[config.mk]
export PLATFORM = sky130hd
export DESIGN_NAME = can_bit_timer
export DESIGN_NICKNAME = d
export VERILOG_FILES = /design/src/rtl/can_bit_timer.sv
export SDC_FILE = /design/constraint.sdc
export NUM_CORES = 1
export LEC_CHECK = 0
export ABC_CLOCK_PERIOD_IN_PS = 5400
export BUFFER_PORTS_ARGS = -buffer_cell sky130_fd_sc_hd__buf_4
export CAP_MARGIN = 20
export CORE_UTILIZATION = 40
export DETAILED_ROUTE_END_ITERATION = 8
export PLACE_DENSITY = 0.66
export SLEW_MARGIN = 25
export SYNTH_ARGS = -nofsm -noshare
export SYNTH_HDL_FRONTEND = slang
export SYNTH_SLANG_ARGS = --single-unit
[constraint.sdc]
create_clock -name clk -period 5.4 [get_ports clk]
set_input_delay 1.08 -clock clk [delete_from_list [all_inputs] [get_ports clk]]
set_output_delay 1.08 -clock clk [all_outputs]
set_load 0.02 [all_outputs]
[src/rtl/can_bit_timer.sv]
module can_bit_timer #(
  parameter int BRP_W = 4,
  parameter int SEG_W = 3,
  parameter int SJW_W = 2
) (
  input  logic             clk,
  input  logic             rst_n,
  input  logic [BRP_W-1:0] cfg_brp,
  input  logic             cfg_triple,
  input  logic [SEG_W-1:0] cfg_prop,
  input  logic [SEG_W-1:0] cfg_ph1,
  input  logic [SEG_W-1:0] cfg_ph2,
  input  logic [SJW_W-1:0] cfg_sjw,
  input  logic             bus_idle,
  input  logic             rx_in,
  output logic             rx_bit,
  output logic             sample_stb,
  output logic             tx_stb,
  output logic             cfg_err
);
  localparam int BW = SEG_W + 2;

  typedef enum logic [1:0] {SEG_SYNC, SEG_PROP, SEG_PH1, SEG_PH2} seg_t;

  seg_t             seg;
  logic [BRP_W-1:0] pcnt;
  logic [BW-1:0]    qcnt, bq, ext, cut;
  logic             done, prev_rx;
  logic [1:0]       hist;

  wire [BW-1:0] prop_q = BW'(cfg_prop);
  wire [BW-1:0] ph1_q  = BW'(cfg_ph1);
  wire [BW-1:0] ph2_q  = BW'(cfg_ph2);
  wire [BW-1:0] sjw_q  = BW'(cfg_sjw) + 1'b1;

  assign cfg_err = (cfg_ph1 == '0) | (cfg_ph2 == '0);

  wire tick   = (pcnt == cfg_brp);
  wire fall   = prev_rx & ~rx_in;
  wire hard   = bus_idle & fall;
  wire resync = ~bus_idle & fall & ~done;
  wire late   = resync & ((seg == SEG_PROP) | (seg == SEG_PH1));
  wire early  = resync & (seg == SEG_PH2);

  wire [BW-1:0] rem       = ph2_q + 1'b1 - qcnt;
  wire          early_now = early & (rem <= sjw_q);
  wire [BW-1:0] ext_n     = late ? ((bq < sjw_q) ? bq : sjw_q) : ext;
  wire [BW-1:0] cut_n     = (early & ~early_now) ? sjw_q : cut;

  wire vote = cfg_triple ? ((rx_in & hist[0]) | (rx_in & hist[1]) | (hist[0] & hist[1]))
                         : rx_in;

  wire seg_end = (seg == SEG_SYNC) |
                 ((seg == SEG_PROP) & (qcnt == prop_q)) |
                 ((seg == SEG_PH1)  & (qcnt == ph1_q + ext_n)) |
                 ((seg == SEG_PH2)  & (qcnt == ph2_q - cut_n));

  always_ff @(posedge clk) begin
    if (!rst_n) begin
      seg        <= SEG_SYNC;
      pcnt       <= '0;
      qcnt       <= '0;
      bq         <= '0;
      ext        <= '0;
      cut        <= '0;
      done       <= 1'b0;
      prev_rx    <= 1'b1;
      hist       <= 2'b11;
      rx_bit     <= 1'b1;
      sample_stb <= 1'b0;
      tx_stb     <= 1'b0;
    end else begin
      prev_rx    <= rx_in;
      sample_stb <= 1'b0;
      tx_stb     <= 1'b0;
      if (cfg_err) begin
        seg  <= SEG_SYNC;
        pcnt <= '0;
        qcnt <= '0;
        bq   <= '0;
        ext  <= '0;
        cut  <= '0;
        done <= 1'b0;
      end else if (hard | early_now) begin
        seg    <= SEG_SYNC;
        pcnt   <= '0;
        qcnt   <= '0;
        bq     <= '0;
        ext    <= '0;
        cut    <= '0;
        done   <= 1'b1;
        tx_stb <= 1'b1;
      end else begin
        if (fall & ~bus_idle) done <= 1'b1;
        ext  <= ext_n;
        cut  <= cut_n;
        pcnt <= tick ? '0 : pcnt + 1'b1;
        if (tick) begin
          hist <= {hist[0], rx_in};
          bq   <= bq + 1'b1;
          if (seg_end) begin
            qcnt <= '0;
            case (seg)
              SEG_SYNC: seg <= SEG_PROP;
              SEG_PROP: seg <= SEG_PH1;
              SEG_PH1: begin
                seg        <= SEG_PH2;
                sample_stb <= 1'b1;
                rx_bit     <= vote;
              end
              SEG_PH2: begin
                seg    <= SEG_SYNC;
                tx_stb <= 1'b1;
                bq     <= '0;
                ext    <= '0;
                cut    <= '0;
                done   <= 1'b0;
              end
            endcase
          end else begin
            qcnt <= qcnt + 1'b1;
          end
        end
      end
    end
  end
endmodule


==> metrics.txt <==
TritonCTS buffer count 5; ys flop type dfxtp_1; later-pin clock latency in the skew report 0.29 ns; share of post-route cells with drive strength above 1 0.180; Total Routed Length 5490 µm; Int Power 0.438 mW; hold path depth 2; Combinational Power Share 0.151; Die ar. 6160 µm²; wire per inst 15.0 µm; Pwr Density 209 nW/µm²; Flop pwr share 0.430; Crit Path Class input pin to flip-flop; die height 78.5 µm; Net Count, Synth 310; first-pass GRT wire length 9030 µm; Diodes inserted 0; status finished, final reports clean; Hold WS 0.472 ns; clock skew 0.00614 ns; DRC violations left 0; CP Launch Type input pin; fin. max-slew vios 0; pin count of the biggest net entering global routing 15; leading post-synthesis cells by cell area dfxtp_1, ha_1, xnor2_1; Power, Total 0.581 mW; CP max stage delay 0.44 ns; CP bufs+invs 3; GR Overflow Total 0; Final ANT Viol Nets 0; asr flop ratio synth 0; cts hold-fix bufs 0; CP Depth 20; f_max 0.193 GHz; final net count 343; CP max stage cell fa_1; sequential-to-total area share from yosys stat 0.282; Final HPWL DP 4460 µm; CP top delay family adder cells; Vias per Instance 5.38; routed vias 1,973; post-synth top area share 0.282; CTS tree done; gpl congestion 0.835; Syn Inst Count 261; #FFs+latches synth 33; Critical Path AT 5.35 ns; EDFF count, synth 0; Leakage 1.16 nW; clock transition at the registers of the reported paths 0.07 ns; P&R area growth vs syn 18.9%; Reg2Reg Depth 17; initial antenna violation count 0; port buffer count 23; Max-slew headroom 0.332; number of global-route vias before repair 1,962; Core Area 5570 µm²; Mean Syn Cell Area 8.96 µm²; Max Root-Sink Buffers 2; GRT Util Overall 0.192; Starting Density 0.420; CP max FO 5; H-Tree Depth 2; count of final hold-check violations 0; Die X 78.5 µm; Slew @ Worst Pin 0.989 ns; worst vdd ir 0.172 mV; synthesized area 2340 µm²; DRT Pass-1 Iters 4; kind of path behind the tightest hold check flip-flop to flip-flop; Yosys top cell by area dfxtp_1; root buffer cell clkbuf_8; clock share of power 0.419; most used cell along the critical path ha_1; cells along the critical path buf_4, inv_1, ha_1, inv_1, ha_1, fa_1, ha_1, o21a_1, o21ai_1, a31o_1, nand2_1, o21ai_1, ha_1, fa_1, xor2_1, nand3_1, o21bai_1, o41a_1, a21oi_2, mux2_1; Sink Count 33; # setup viols final 0; IO Pins 24; Period minus WS final 5.17 ns; Netlist cell types 54; # Max-Cap Violations 0; Sw Share 0.246; Rows 27; DR iter-0 viols 103; WP data required 5.58 ns; critical path endpoint category flip-flop; Yosys warning count 0; Sw Pwr 0.143 mW; crit share post-route 0.958
## final cells by class
| cell class | instances | area [µm²] |
|---|---|---|
| clock buffers | 7 | 86.3 |
| clock inverters | 1 | 30.0 |
| fillers | 518 | 2790 |
| inverters | 18 | 67.6 |
| multi-input cells | 202 | 1590 |
| flip-flops and latches | 33 | 661 |
| well taps | 72 | 90.1 |
| repair buffers | 34 | 255 |
## cells in the final DEF (no fill, tap or decap), types with 7 or more instances in the layout
cell type	netlist	layout
nor2_1	12	12
ha_1	26	26
nand3_1	7	7
xnor2_1	19	18
nand2_1	21	21
dfxtp_1	33	33
buf_4	0	34
nor3_1	9	9
inv_1	18	18
a21oi_1	10	9
xor2_1	7	7
nand4_1	7	7
o21ai_0	13	12
## kinds of logic after synthesis
| logic type | Yosys count | share of synthesized area |
|---|---|---|
| AOI/OAI and AO/OA | 59 | 0.194 |
| xor gates and xnor gates | 27 | 0.107 |
| adders and majority gates | 29 | 0.165 |
| buffers and inverters | 26 | 0.0449 |
| DFF | 33 | 0.282 |
| muxes | 8 | 0.0353 |
| and+or+nand+nor | 79 | 0.172 |
## power by group through the flow
stage               sequential [mW]  combinational (mW)  clock, mW
global route                  0.250              0.0984      0.257
floorplan                     0.255              0.0525          0
global placement              0.255              0.0853          0
CTS                           0.250              0.0876      0.247
finish                        0.250              0.0876      0.244
detailed placement            0.256              0.0871          0
## repair_timing
item                       4_1_cts  5_1_grt
setup endpoints to repair        0        5
gates resized for setup          0        4
setup buffers                    0        1
hold endpoints to repair         0        0
## final timing paths
| kind | start | to | slack, ns |
|---|---|---|---|
| max | cfg_ph2[1] | rx_bit | 0.23 |
| min | hist[1] | hist[1] | 0.47 |
| max reg2reg | qcnt[2] | rx_bit | 0.61 |
| min reg2reg | hist[1] | hist[1] | 0.47 |
## synthesized netlist by cell type (7+ instances only)
cell type,instances
nor3_1,9
nor2_1,12
xor2_1,7
clkbuf_1,7
xnor2_1,19
dfxtp_1,33
nand2_1,21
a21oi_1,10
inv_1,18
ha_1,26
o21ai_0,13
nand3_1,7
nand4_1,7
## worst reg2reg max path, cell delays in order, from the launching register on
cell and delay (ns):
dfxtp_1 0.49, inv_1 0.18, ha_1 0.36, fa_1 0.48
ha_1 0.30, o21a_1 0.11, o21ai_1 0.16, a31o_1 0.24
nand2_1 0.07, o21ai_1 0.14, ha_1 0.24, fa_1 0.44
xor2_1 0.15, nand3_1 0.11, o21bai_1 0.24, o41a_1 0.44
a21oi_2 0.20, mux2_1 0.33
## layer usage
layer,routed length (µm),track usage,part of all wire,vias to the layer above
met4,78,0.0556,0.014,0
met2,2600,0.339,0.47,56
li1,-,-,-,1002
met5,0,0,0,-
met3,285,0.0407,0.052,12
met1,2530,0.233,0.46,903
## metrics by stage
stage | setup TNS [ns] | instance area (µm²) | util | worst slack, ns | cells
after floorplan | 0 | 2340 | - | 0.181 | 261
after global placement | 0 | 2640 | 0.474 | 0.0305 | 358
after detailed placement | -0.334 | 2640 | 0.474 | -0.122 | 358
after CTS | 0 | 2760 | 0.495 | 0.176 | 366
after global routing | -0.0425 | 2780 | 0.499 | -0.0305 | 367
final | 0 | 2780 | 0.499 | 0.229 | 367
## flip-flops by register name, summed over array words and instances (netlist names)
name,cells
cut,5
rx_bit,1
sample_stb,1
bq,5
pcnt,4
tx_stb,1
qcnt,5
prev_rx,1
hist,2
seg,2
done,1
ext,5
No activity file was read; power rests on OpenSTA's default activity.
